**config.mk**
```make
export PLATFORM = sky130hd
export DESIGN_NAME = gpmf_port
export DESIGN_NICKNAME = d
export VERILOG_FILES = /design/src/rtl/gpmf_pkg.sv /design/src/rtl/gpmf_edge_sync.sv /design/src/rtl/gpmf_bank.sv /design/src/rtl/gpmf_port.sv
export SDC_FILE = /design/constraint.sdc
export NUM_CORES = 1
export LEC_CHECK = 0
export BUFFER_PORTS_ARGS = -buffer_cell sky130_fd_sc_hd__buf_4
export CAP_MARGIN = 25
export CORE_MARGIN = 3
export CORE_UTILIZATION = 40
export DETAILED_ROUTE_END_ITERATION = 10
export PLACE_DENSITY = 0.7
export SKIP_LAST_GASP = 1
export SLEW_MARGIN = 20
export SYNTH_ARGS = -nofsm -noshare
export SYNTH_HDL_FRONTEND = slang
export SYNTH_SLANG_ARGS = --single-unit
```
**constraint.sdc**
```tcl
create_clock -name clk -period 3.1 [get_ports clk]
set_input_delay 0.31 -clock clk [delete_from_list [all_inputs] [get_ports clk]]
set_output_delay 0.31 -clock clk [all_outputs]
set_load 0.005 [all_outputs]
```
**src/rtl/gpmf_pkg.sv**
```systemverilog
package gpmf_pkg;
  localparam int REG_W = 16;

  localparam int OFF_GP_DOUT  = 'h00;
  localparam int OFF_MF_DOUT  = 'h02;
  localparam int OFF_GP_DIR   = 'h04;
  localparam int OFF_MF_DIR   = 'h06;
  localparam int OFF_MF_SEL   = 'h0A;
  localparam int OFF_GP_DIN   = 'h0C;
  localparam int OFF_MF_DIN   = 'h0E;
  localparam int OFF_GP_REN   = 'h10;
  localparam int OFF_MF_REN   = 'h12;
  localparam int OFF_GP_FEN   = 'h14;
  localparam int OFF_MF_FEN   = 'h16;
  localparam int OFF_GP_RSTAT = 'h18;
  localparam int OFF_MF_RSTAT = 'h1A;
  localparam int OFF_GP_FSTAT = 'h1C;
  localparam int OFF_MF_FSTAT = 'h1E;
  localparam int OFF_CTRL     = 'h20;

  localparam int CTRL_GEN_BIT    = 1;
  localparam int CTRL_NATIVE_BIT = 3;

  typedef struct packed {
    logic dout;
    logic dir;
    logic ren;
    logic fen;
    logic rclr;
    logic fclr;
  } bank_we_t;

  function automatic logic [REG_W-1:0] swap_bytes(input logic [REG_W-1:0] v);
    return {v[7:0], v[15:8]};
  endfunction
endpackage

```
**src/rtl/gpmf_edge_sync.sv**
```systemverilog
module gpmf_edge_sync #(
  parameter int W = 13
) (
  input  logic         clk,
  input  logic         rst_n,
  input  logic [W-1:0] pin_i,
  output logic [W-1:0] lvl_o,
  output logic [W-1:0] rise_o,
  output logic [W-1:0] fall_o
);
  logic [W-1:0] meta_q, lvl_q, prev_q;

  always_ff @(posedge clk or negedge rst_n) begin
    if (!rst_n) begin
      meta_q <= '0;
      lvl_q  <= '0;
      prev_q <= '0;
    end else begin
      meta_q <= pin_i;
      lvl_q  <= meta_q;
      prev_q <= lvl_q;
    end
  end

  assign lvl_o  = lvl_q;
  assign rise_o = lvl_q & ~prev_q;
  assign fall_o = ~lvl_q & prev_q;
endmodule

```
**src/rtl/gpmf_bank.sv**
```systemverilog
module gpmf_bank
  import gpmf_pkg::*;
#(
  parameter int W = 13
) (
  input  logic         clk,
  input  logic         rst_n,
  input  logic [W-1:0] pin_i,
  input  bank_we_t     we_i,
  input  logic [W-1:0] wdata_i,
  output logic [W-1:0] dout_o,
  output logic [W-1:0] dir_o,
  output logic [W-1:0] ren_o,
  output logic [W-1:0] fen_o,
  output logic [W-1:0] rst_o,
  output logic [W-1:0] fst_o,
  output logic [W-1:0] lvl_o,
  output logic         pend_o
);
  logic [W-1:0] rise_w, fall_w;
  logic [W-1:0] dout_q, dir_q, ren_q, fen_q, rst_q, fst_q;
  logic [W-1:0] dout_n, dir_n, ren_n, fen_n, rst_n_v, fst_n_v;
  logic [W-1:0] rclr_w, fclr_w;

  gpmf_edge_sync #(.W(W)) u_sync (
    .clk    (clk),
    .rst_n  (rst_n),
    .pin_i  (pin_i),
    .lvl_o  (lvl_o),
    .rise_o (rise_w),
    .fall_o (fall_w)
  );

  always_comb begin
    dout_n = we_i.dout ? wdata_i : dout_q;
    dir_n  = we_i.dir  ? wdata_i : dir_q;
    ren_n  = we_i.ren  ? wdata_i : ren_q;
    fen_n  = we_i.fen  ? wdata_i : fen_q;
    rclr_w = we_i.rclr ? wdata_i : '0;
    fclr_w = we_i.fclr ? wdata_i : '0;
    // a new edge wins over a clear of the same bit
    rst_n_v = (rst_q & ~rclr_w) | (rise_w & ren_q);
    fst_n_v = (fst_q & ~fclr_w) | (fall_w & fen_q);
  end

  always_ff @(posedge clk or negedge rst_n) begin
    if (!rst_n) begin
      dout_q <= '0;
      dir_q  <= '0;
      ren_q  <= '0;
      fen_q  <= '0;
      rst_q  <= '0;
      fst_q  <= '0;
    end else begin
      dout_q <= dout_n;
      dir_q  <= dir_n;
      ren_q  <= ren_n;
      fen_q  <= fen_n;
      rst_q  <= rst_n_v;
      fst_q  <= fst_n_v;
    end
  end

  assign dout_o = dout_q;
  assign dir_o  = dir_q;
  assign ren_o  = ren_q;
  assign fen_o  = fen_q;
  assign rst_o  = rst_q;
  assign fst_o  = fst_q;
  assign pend_o = |((rst_q & ren_q) | (fst_q & fen_q));
endmodule

```
**src/rtl/gpmf_port.sv**
```systemverilog
module gpmf_port
  import gpmf_pkg::*;
#(
  parameter int GP_W   = 13,
  parameter int MF_W   = 11,
  parameter int ADDR_W = 6
) (
  input  logic              clk,
  input  logic              rst_n,
  input  logic [ADDR_W-1:0] bus_addr,
  input  logic              bus_wr,
  input  logic              bus_rd,
  input  logic [REG_W-1:0]  bus_wdata,
  output logic [REG_W-1:0]  bus_rdata,
  input  logic [MF_W-1:0]   upper_addr,
  input  logic [GP_W-1:0]   gp_in,
  output logic [GP_W-1:0]   gp_out,
  output logic [GP_W-1:0]   gp_oe,
  input  logic [MF_W-1:0]   mf_in,
  output logic [MF_W-1:0]   mf_out,
  output logic [MF_W-1:0]   mf_oe,
  output logic              vid_en,
  output logic              irq
);
  localparam int SEL_W   = MF_W + 1;
  localparam int VID_BIT = MF_W;

  logic [REG_W-1:0] wd_int, rd_int;
  logic [REG_W-1:0] ctrl_q, ctrl_n;
  logic [SEL_W-1:0] sel_q, sel_n;
  logic [REG_W-1:0] rdata_q, rdata_n;
  logic             irq_q, irq_n;
  logic             ctrl_native, ctrl_gen;
  bank_we_t         gp_we, mf_we;

  logic [GP_W-1:0] gp_dout, gp_dir, gp_ren, gp_fen, gp_rise_st, gp_fall_st, gp_lvl;
  logic [MF_W-1:0] mf_dout, mf_dir, mf_ren, mf_fen, mf_rise_st, mf_fall_st, mf_lvl;
  logic            gp_pend, mf_pend;
  logic [MF_W-1:0] mf_sel;

  assign ctrl_native = ctrl_q[CTRL_NATIVE_BIT];
  assign ctrl_gen    = ctrl_q[CTRL_GEN_BIT];
  assign mf_sel      = sel_q[MF_W-1:0];
  assign wd_int      = ctrl_native ? bus_wdata : swap_bytes(bus_wdata);

  // write strobe decode
  always_comb begin
    gp_we.dout = bus_wr && (bus_addr == ADDR_W'(OFF_GP_DOUT));
    gp_we.dir  = bus_wr && (bus_addr == ADDR_W'(OFF_GP_DIR));
    gp_we.ren  = bus_wr && (bus_addr == ADDR_W'(OFF_GP_REN));
    gp_we.fen  = bus_wr && (bus_addr == ADDR_W'(OFF_GP_FEN));
    gp_we.rclr = bus_wr && (bus_addr == ADDR_W'(OFF_GP_RSTAT));
    gp_we.fclr = bus_wr && (bus_addr == ADDR_W'(OFF_GP_FSTAT));
    mf_we.dout = bus_wr && (bus_addr == ADDR_W'(OFF_MF_DOUT));
    mf_we.dir  = bus_wr && (bus_addr == ADDR_W'(OFF_MF_DIR));
    mf_we.ren  = bus_wr && (bus_addr == ADDR_W'(OFF_MF_REN));
    mf_we.fen  = bus_wr && (bus_addr == ADDR_W'(OFF_MF_FEN));
    mf_we.rclr = bus_wr && (bus_addr == ADDR_W'(OFF_MF_RSTAT));
    mf_we.fclr = bus_wr && (bus_addr == ADDR_W'(OFF_MF_FSTAT));
  end

  gpmf_bank #(.W(GP_W)) u_gp (
    .clk     (clk),
    .rst_n   (rst_n),
    .pin_i   (gp_in),
    .we_i    (gp_we),
    .wdata_i (wd_int[GP_W-1:0]),
    .dout_o  (gp_dout),
    .dir_o   (gp_dir),
    .ren_o   (gp_ren),
    .fen_o   (gp_fen),
    .rst_o   (gp_rise_st),
    .fst_o   (gp_fall_st),
    .lvl_o   (gp_lvl),
    .pend_o  (gp_pend)
  );

  gpmf_bank #(.W(MF_W)) u_mf (
    .clk     (clk),
    .rst_n   (rst_n),
    .pin_i   (mf_in),
    .we_i    (mf_we),
    .wdata_i (wd_int[MF_W-1:0]),
    .dout_o  (mf_dout),
    .dir_o   (mf_dir),
    .ren_o   (mf_ren),
    .fen_o   (mf_fen),
    .rst_o   (mf_rise_st),
    .fst_o   (mf_fall_st),
    .lvl_o   (mf_lvl),
    .pend_o  (mf_pend)
  );

  // read mux, internal byte order
  always_comb begin
    case (bus_addr)
      ADDR_W'(OFF_GP_DOUT):  rd_int = REG_W'(gp_dout);
      ADDR_W'(OFF_MF_DOUT):  rd_int = REG_W'(mf_dout);
      ADDR_W'(OFF_GP_DIR):   rd_int = REG_W'(gp_dir);
      ADDR_W'(OFF_MF_DIR):   rd_int = REG_W'(mf_dir);
      ADDR_W'(OFF_MF_SEL):   rd_int = REG_W'(sel_q);
      ADDR_W'(OFF_GP_DIN):   rd_int = REG_W'(gp_lvl);
      ADDR_W'(OFF_MF_DIN):   rd_int = REG_W'(mf_lvl);
      ADDR_W'(OFF_GP_REN):   rd_int = REG_W'(gp_ren);
      ADDR_W'(OFF_MF_REN):   rd_int = REG_W'(mf_ren);
      ADDR_W'(OFF_GP_FEN):   rd_int = REG_W'(gp_fen);
      ADDR_W'(OFF_MF_FEN):   rd_int = REG_W'(mf_fen);
      ADDR_W'(OFF_GP_RSTAT): rd_int = REG_W'(gp_rise_st);
      ADDR_W'(OFF_MF_RSTAT): rd_int = REG_W'(mf_rise_st);
      ADDR_W'(OFF_GP_FSTAT): rd_int = REG_W'(gp_fall_st);
      ADDR_W'(OFF_MF_FSTAT): rd_int = REG_W'(mf_fall_st);
      ADDR_W'(OFF_CTRL):     rd_int = ctrl_q;
      default:               rd_int = '0;
    endcase
  end

  // next state of the top-level registers
  always_comb begin
    ctrl_n  = (bus_wr && (bus_addr == ADDR_W'(OFF_CTRL))) ? wd_int : ctrl_q;
    sel_n   = (bus_wr && (bus_addr == ADDR_W'(OFF_MF_SEL))) ? wd_int[SEL_W-1:0] : sel_q;
    rdata_n = bus_rd ? (ctrl_native ? rd_int : swap_bytes(rd_int)) : rdata_q;
    irq_n   = ctrl_gen & (gp_pend | mf_pend);
  end

  always_ff @(posedge clk or negedge rst_n) begin
    if (!rst_n) begin
      ctrl_q  <= '0;
      sel_q   <= '0;
      rdata_q <= '0;
      irq_q   <= 1'b0;
    end else begin
      ctrl_q  <= ctrl_n;
      sel_q   <= sel_n;
      rdata_q <= rdata_n;
      irq_q   <= irq_n;
    end
  end

  // pin drivers
  assign gp_out = gp_dout;
  assign gp_oe  = gp_dir;

  for (genvar i = 0; i < MF_W; i++) begin : g_mf_pin
    assign mf_out[i] = mf_sel[i] ? mf_dout[i] : upper_addr[i];
    assign mf_oe[i]  = mf_sel[i] ? mf_dir[i]  : 1'b1;
  end

  assign vid_en    = sel_q[VID_BIT];
  assign bus_rdata = rdata_q;
  assign irq       = irq_q;
endmodule

```
* After elaboration in Yosys (flattened, before gate mapping) *
Index checks and enable logic that the tools add are counted.

word-level totals
  flip-flop bits (word level) = 261
  input bits = 61
  output and inout port bits = 66
  word-level logic and storage cells = 115

operators by class
  eq/ne operators = 15
  muxes and demuxes = 29
  bitwise operators = 32
  reduce and logical (&&, ||, !) cells = 17

operators with widths
  operator              number
  $pmux W16 S16         1
  $and A13 B13 Y13      8
  $and A11 B11 Y11      8
  $not A13 Y13          4
  $eq A6 B5 Y1 const B  8
  $not A11 Y11          4
  $or A13 B13 Y13       3
  $or A11 B11 Y11       3
  $mux W16              2
  $mux W13              2
  $mux W1               22
  $mux W11              2
  $eq A6 B4 Y1 const B  3
  $logic_and A1 B1 Y1   14
  $reduce_or A13 Y1     1
  $eq A6 B3 Y1 const B  2
  $reduce_or A11 Y1     1
  $eq A6 B2 Y1 const B  1
  $eq A6 B6 Y1 const B  1
  $logic_not A6 Y1      1
  $and A1 B1 Y1         1
  $or A1 B1 Y1          1

* Longest topological paths before layout *
Gate-level depths: netlist of run 1.

  word-level depth = 6
  depth in mapped cells = 9
  mapped depth without buffers = 6

* Cells and area by module *
A second synthesis of run 1 with hierarchy kept.

unflattened totals
  cell total of the unflattened synthesis = 928
  area, all modules = 11802.6 µm²

modules (own cells, without submodules)
  module                        instances  cells each  area each (µm²)  sequential area each (µm²)
  gpmf_port                     1          430         3926.3           1126.1
  gpmf_bank (u_gp)              1          205         3069.2           1951.9
  gpmf_bank (u_mf)              1          173         2585.0           1651.6
  gpmf_edge_sync (u_gp.u_sync)  1          65          1203.7           975.9
  gpmf_edge_sync (u_mf.u_sync)  1          55          1018.5           825.8

* Worst setup path before layout of run 1 *
Ideal clock, no wire load.

  path kind = input to register
  from = in bus_addr[2]
  to = reg rdata_q[10] (netlist: bus_rdata[10])
  setup time = 0.136 ns
  arrival time = 1.788 ns
  data required time = 2.964 ns
  setup slack = 1.176 ns
  stages on the path = 8
  path buffers = 2
  path through = buf_4 > clkbuf_1 > mux2i_1 > nor3_1 > a2111oi_0 > nand4_1 > mux2i_1 > o21ai_0

on the way
  longest elaborated chain between the ends = 3
  elaborated cells between the ends (all ways) = 18
  classes of those cells = eq/ne: 15; mux: 2; reduce/logical: 1

ends and longest elaborated chain
  what                                        line              RTL
  start, declared                             gpmf_port.sv:10   input logic [ADDR_W-1:0] bus_addr,
  $eq A6 B6 Y1, or another cell as far along  gpmf_port.sv:96   case (bus_addr)
  $pmux W16 S16 (*)                           gpmf_port.sv:96
  $mux W16 (*)                                gpmf_port.sv:121  rdata_n = bus_rd ? (ctrl_native ? rd_int : swap_bytes(rd_int)) : rdata_q;
  end signal, assigned                        gpmf_port.sv:134  rdata_q <= rdata_n;
  end, declared                               gpmf_port.sv:31   logic [REG_W-1:0] rdata_q, rdata_n;

Every way passes the cells marked *; elsewhere a longest branch is shown, timed or not.
A chain may end at the register's enable or synchronous reset.

* Final worst setup path of run 1 *
  from = in bus_addr[0]
  to = reg u_gp.dout_q[6] (netlist: u_gp.dout_o[6])

on the way
  longest elaborated chain between the ends = 2

ends and longest elaborated chain
  what                  line             RTL
  $logic_not A6 Y1      gpmf_port.sv:48  gp_we.dout = bus_wr && (bus_addr == ADDR_W'(OFF_GP_DOUT));
  $logic_and A1 B1 Y1   gpmf_port.sv:48
  end signal, assigned  gpmf_bank.sv:55  dout_q <= dout_n;
  end, declared         gpmf_bank.sv:21  logic [W-1:0] dout_q, dir_q, ren_q, fen_q, rst_q, fst_q;

No other way between the ends.

==> metrics.cfg, run 1 <==
[setup_path]
cp_max_fo=26
crit_family=simple AND/OR/NAND/NOR gates
cp_cell_sequence=buf_4, or4_1, nor3_4, nand2_2, nand2_1, o21ai_1
end_kind=register
critPathLaunchType=input pin
cp.arrival_ps=2580
slowest_stage=or4_1
critPathKind=input pin to register
cpPeakStageDelay_ps=770
required_ps=3500
path_buf_inv=1

[clocking]
root_buffer=clkbuf_16
clockBufferDepth=3
cts_sinks=261
tritoncts=done
cts_resized=0
cts_setup_buffers=0
clk_pin_slew_worst_paths_ps=60
clk_latency_ps=540
htreeDepth=1
cts_buffers=28

[global_routing]
grt_overflow=0
antenna_found_initial=1
grt_pass1_vias=9401
grt_pass1_wl_um=57300
grt_max_degree=99
grt_usage_pct=24.6

[synthesis]
syn-instance-count=1069
synth_top_family_by_area=compound AO/OA/AOI/OAI gates
synth-compound-area-share_pct=17.9
synthMuxAreaShare_pct=5.20
synth_adder_area_share_pct=0
yosys.area_share.xor_xnor_pct=0
yosysTopAreaCell=dfrtp_1
synth_edf_count=0
ys_seq_area_share_pct=58.6
yosys.area.top_type_share_pct=58.6
synth_area_leaders=dfrtp_1 (59%), o21ai_0 (7.5%), nand2_1 (6.7%), mux2i_1 (3.7%), a22oi_1 (2.3%)
synthArstFlopShare_pct=100
syn_avg_cell_area_um2=10.4
ys_ff_latch=261
yosysUniqueCellTypes=58
synthSimpleGateAreaFrac_pct=15.6
syn_area_um2=11200
yosys_most_used_dff=dfrtp_1
yosysWarnings=0
syn_nets=1130

[final_layout]
final_cell_mix=dfrtp_1 (261), nand2_1 (200), o21ai_0 (167)
fin_util_pct=50.7
stdcell_count=1614
nNetsFinal=1284
layout_commonest_cell=dfrtp_1
multi_input_area_um2=4320
area_delta_synth_final_pct=23.6
fin_area_um2=13800
drive_above_1_share_pct=18.8
nFillCells=2535
regArea_um2=6530

[sta]
min_period_ps=2180
final_hold_viol_count=0
slew_headroom_pct=39.4
tightest_slew_ps=908
fin_tns_setup_ps=0
final_max_slew_viol_count=0
finalCritPeriodShare_pct=70.4
rsz0062_at_grt=no
setup_viol=0
fin_skew_ps=14.7
max_freq_mhz=458

[place]
hpwl_um=27200
placed_cells=1540
place_congestion=1.00
place_area_um2=12600
portBuffers=126

[drt]
vias=9320
avgViaCountPerCell=5.77
antenna_left=0
wire_per_inst_um=23.2
wl_um=37400
post-route-drc-count=0
drtIter0Drc=1052
firstDrtPassIters=6

[power_and_ir_drop]
switchingPower_uw=2450
p_comb_share_pct=14.3
p_seq_share_pct=48.6
total_leakage_power_uw=0.00591
swShare_pct=27.7
clockPowerShare_pct=37.1
cellPowerDensity_nw_per_um2=642
peakVddDrop_mv=0.408
power.internal_uw=6390

[floorplan]
dieArea_um2=29900
ios=127
num_rows=60
initial_core_util_pct=41.0
die_y_um=173
core_um2=27200
dieWidth_um=173

[status]
status=completed

[hold_path]
holdCritPathClass=input pin to register

[run]
cap_viol_max_count=0

## per-layer routing
| layer | vias to the layer above | global-route usage, % | wire length [µm] |
|---|---|---|---|
| met1 | 4577 | 32.5 | 15300 |
| met3 | 93 | 5.45 | 3210 |
| met5 | - | 0 | 0 |
| li1 | 4169 | - | - |
| met4 | 0 | 9.56 | 1540 |
| met2 | 481 | 39.8 | 17300 |
## power groups by stage
stage | clock network, µW | registers (µW) | logic, µW
4_1_cts | 3340 | 4280 | 1260
5_1_grt | 3490 | 4320 | 1400
3_5_place_dp | 0 | 4340 | 1230
6_report | 3280 | 4300 | 1260
2_1_floorplan | 0 | 4100 | 656
3_3_place_gp | 0 | 4340 | 1190
## what timing repair did
| action | in CTS | in global routing |
|---|---|---|
| hold buffers | 25 | 0 |
| endpoints found under the hold margin | 118 | 0 |
| setup endpoints to repair | 0 | 0 |
## cell families after synthesis
kind of cell | after synthesis
AOI/OAI and AO/OA | 324
buffers and inverters | 70
DFF | 261
muxes | 56
and+or+nand+nor | 358
## final timing paths
kind | startpoint | endpoint | slack, ps | depth (start not counted)
setup / recovery | bus_addr[0] | u_gp.dout_o[6]$_DFFE_PN0P_ | 920 | 6
hold / removal | bus_rd | bus_rdata[3]$_DFFE_PN0P_ | 90 | 2
setup reg to reg | ctrl_q[3]$_DFFE_PN0P_ | u_mf.dout_o[6]$_DFFE_PN0P_ | 1020 | 4
hold reg to reg | u_gp.u_sync.meta_q[4]$_DFF_PN0_ | u_gp.u_sync.lvl_o[4]$_DFF_PN0_ | 350 | 0
max in group asynchronous | rst_n | u_gp.fst_o[0]$_DFF_PN0_ | 1920 | 3
min in group asynchronous | rst_n | sel_q[4]$_DFFE_PN0P_ | 410 | 2
## area by class of cell
class | instances | area share (%)
Sequential cell | 261 | 47.4
Multi-Input combinational cell | 738 | 31.4
Timing Repair Buffer | 187 | 11.1
Clock buffer | 43 | 6.01
Tap cell | 372 | 3.38
Clock inverter | 4 | 0.563
Inverter | 7 | 0.191
Antenna cell | 2 | 0.0363
## worst register-to-register path, delay by kind of cell (launching register included)
family,cells,cell delay [ps]
buf+inv,2,640
flops,1,930
compound gates,1,140
mux,1,210
## cells in the mapped netlist (4+ instances only)
library cell and instances:
nand2b_1 14, nand3b_1 26, a221oi_1 25, nand4_1 8, nand3_1 15, a22oi_1 34, nor2_1 33, clkbuf_1 36
nor2_2 4, nor2b_1 4, o21ai_0 167, a21oi_1 22, a211oi_1 4, mux2_2 15, nand2_1 200, dfrtp_1 261
a2111oi_0 4, o21ai_1 23, buf_2 21, and3_1 11, mux2i_1 41, inv_1 7, a22o_1 14, o2bb2ai_1 5
nor3_1 16
## registers in the layout (all words and copies together), names as in the netlist, 12 cells and up
register and count:
u_gp.fst_o 13, u_gp.dout_o 13, u_gp.u_sync.lvl_o 13, u_gp.u_sync.meta_q 13
sel_q 12, u_gp.ren_o 13, u_gp.u_sync.prev_q 13, u_gp.fen_o 13
bus_rdata 16, u_gp.rst_o 13, u_gp.dir_o 13, ctrl_q 16
## stage by stage
| stage | total power (µW) | setup WS [ps] | hold WS (ps) |
|---|---|---|---|
| after detailed placement | 5570 | 412 | 335 |
| after global placement | 5530 | 458 | 332 |
| after CTS | 8880 | 971 | 85.3 |
| after floorplan | 4760 | 1180 | 14.4 |
| final | 8840 | 918 | 87.5 |
| after global routing | 9210 | 645 | 101 |
No activity file was read; power rests on OpenSTA's default activity.
==> run 2, diff against run 1 <==
ABC_AREA = 1   (was default)
clock period = 2.2 ns   (was 3.1 ns; I/O delays follow)
==> metrics.cfg, run 2 <==
[drt]
antenna_left=0  ; unchanged
wl_um=39600  ; +6.0%
vias=10789  ; +16%
wire_per_inst_um=19.4  ; -16%
firstDrtPassIters=6  ; unchanged
drtIter0Drc=1310  ; +25%
post-route-drc-count=0  ; unchanged
avgViaCountPerCell=5.29  ; -8.4%

[synthesis]
ys_top_cells_by_count=nand2_1 (399), dfrtp_1 (261), o21ai_0 (159)
syn_nets=1494  ; +32%
yosysTopAreaCell=dfrtp_1
yosys.area.top_type_share_pct=55.7  ; -2.9 points
syn_area_um2=11700  ; +5.1%
syn_avg_cell_area_um2=8.18  ; -22%
ys_seq_area_share_pct=55.7  ; -2.9 points
yosysWarnings=0  ; unchanged
synthArstFlopShare_pct=100  ; unchanged
synth_area_leaders=dfrtp_1 (56%), nand2_1 (13%), o21ai_0 (6.8%), nand3_1 (5.4%), inv_1 (5.0%)
yosysUniqueCellTypes=26  ; -55%
syn-instance-count=1433  ; +34%
yosys_most_used_dff=dfrtp_1
synth_edf_count=0  ; unchanged
ys_ff_latch=261  ; unchanged
synth.most_common_cell=nand2_1

[floorplan]
dieArea_um2=31400  ; +4.9%
num_rows=62  ; +3.3%
core_um2=28800  ; +5.9%
dieWidth_um=177  ; +2.4%
die_y_um=177  ; +2.4%
ios=127  ; unchanged
initial_core_util_pct=40.7  ; -0.30 points

[final_layout]
multi_input_area_um2=4370  ; +1.1%
regArea_um2=6530  ; unchanged
area_delta_synth_final_pct=26.1
nNetsFinal=1700  ; +32%
final_cell_mix=nand2_1 (399), dfrtp_1 (261), buf_4 (186)
nFillCells=2711  ; +6.9%
fin_util_pct=51.4  ; +0.67 points
layout_commonest_cell=nand2_1
antenna_cells=0  ; -2
drive_above_1_share_pct=15.8  ; -3.0 points

[clocking]
clk_latency_ps=560  ; +20 ps
htreeDepth=1  ; unchanged
tritoncts=done
cts_buffers=29  ; +3.6%
root_buffer=clkbuf_16
cts_sinks=261  ; unchanged
cts_setup_buffers=0  ; unchanged
cts_resized=0  ; unchanged
clockBufferDepth=3  ; unchanged
clk_pin_slew_worst_paths_ps=60  ; about the same

[sta]
finalCritPeriodShare_pct=81.9
slew_headroom_pct=50.7  ; +11 points
max_freq_mhz=555
fin_skew_ps=19.4  ; +4.76 ps
tightest_slew_ps=739  ; -169 ps
final_max_slew_viol_count=0  ; unchanged
rsz0062_at_grt=no
setup_viol=0  ; unchanged
min_period_ps=1800
fin_tns_setup_ps=0  ; unchanged
final_hold_viol_count=0  ; unchanged

[global_routing]
grt_overflow=0  ; unchanged
grt_usage_pct=25.2  ; +0.54 points
antenna_found_initial=0  ; -1
gr-usage-met1_pct=37.6  ; +5.1 points
grt_max_degree=79  ; -20%
use_met2_pct=37.4  ; -2.3 points
grt_pass1_vias=10145  ; +7.9%
grt_pass1_wl_um=60400  ; +5.5%
busiest_layer=met1
met3_usage_pct=3.90  ; -1.5 points

[setup_path]
critPathKind=register to register
end_kind=register
cp.arrival_ps=2290  ; -290 ps
path_buf_inv=2  ; +1
path_depth=4  ; -2
critPathLaunchType=register
rr_worst_depth=4  ; unchanged
crit_family=buffers and inverters
slowest_stage=dlygate4sd3_1
cpPeakStageDelay_ps=570  ; -200 ps
required_ps=2690  ; -810 ps
cp_cell_sequence=inv_1, nand2_1, a31oi_1, dlygate4sd3_1
cp_max_fo=17  ; -35%

[power_and_ir_drop]
cellPowerDensity_nw_per_um2=899  ; +40%
total_leakage_power_uw=0.00718  ; +21%
peakVddDrop_mv=0.522  ; +28%

[place]
hpwl_um=29500  ; +8.3%
place_congestion=0.959  ; -4.5%
portBuffers=126  ; unchanged

[run]
cap_viol_max_count=0  ; unchanged

[hold_path]
whs_path_depth=5  ; +3
holdCritPathClass=input pin to register

[status]
status=completed

## run 2: cell count changes in the layout (fill, tap and decap cells not counted), moves of 25 or more
cell / delta
nor2_1: +99
mux2i_1: -41
buf_4: +29
nand3_1: +112
a22oi_1: -34
inv_1: +149
nand2_1: +199
nand3b_1: -25
a21oi_1: +35
## run 2: cell families after synthesis
kind of cell    synth area share [%]
simple gates                    25.1
flops                           55.7
compound gates                  12.1
buf+inv                         7.08
## run 2: report_power, final
| part | switching (µW) | total, µW | internal (µW) |
|---|---|---|---|
| logic | 1400 | 2340 | 948 |
| clock network | 1930 | 4950 | 3020 |
| registers | 565 | 6000 | 5430 |
| total | 3890 | 13300 | 9400 |
## run 2: area by class of cell
cell class / count / share of cell area [%]
Clock buffer: 38 / 5.48
Sequential cell: 261 / 44.2
Multi-Input combinational cell: 964 / 29.5
Tap cell: 384 / 3.25
Timing Repair Buffer: 225 / 12.5
Clock inverter: 9 / 1.02
Inverter: 158 / 4.01
## run 2: worst paths after layout
kind	startpoint	to	slack (ps)
max	ctrl_q[3]$_DFFE_PN0P_	ctrl_q[15]$_DFFE_PN0P_	400
min	bus_wdata[3]	u_gp.fen_o[11]$_DFFE_PN0P_	110
max reg2reg	ctrl_q[3]$_DFFE_PN0P_	ctrl_q[15]$_DFFE_PN0P_	400
min reg2reg	u_gp.u_sync.meta_q[7]$_DFF_PN0_	u_gp.u_sync.lvl_o[7]$_DFF_PN0_	340
max in group asynchronous	rst_n	u_gp.u_sync.prev_q[11]$_DFF_PN0_	1220
min in group asynchronous	rst_n	u_mf.u_sync.meta_q[10]$_DFF_PN0_	200
## run 2: per-stage QoR
stage	hold slack (ps)	total power, µW	setup WS (ps)	instances	cell area, µm²
2_1_floorplan	-75.6	6940	715	1433	11700
3_3_place_gp	179	8250	318	1960	13500
3_5_place_dp	189	8310	271	1960	13500
4_1_cts	88.1	13300	483	2039	14800
5_1_grt	138	13900	298	2039	14800
6_report	110	13300	398	2039	14800
## run 2: tightest hold or removal path, delay by kind of cell
family	cells	cell delay (ps)
buf+inv	1	90
simple gates	3	230
compound gates	1	60
## run 2: metal layers
layer | up-vias | wire, µm
met5 | - | 0
li1 | 5045 | -
met4 | 0 | 1430
met2 | 566 | 17000
met3 | 95 | 3730
met1 | 5083 | 17400
## run 2: timing repair
item	in CTS	in global routing
endpoints found under the setup margin	0	0
endpoints found under the hold margin	80	0
hold buffers	32	0
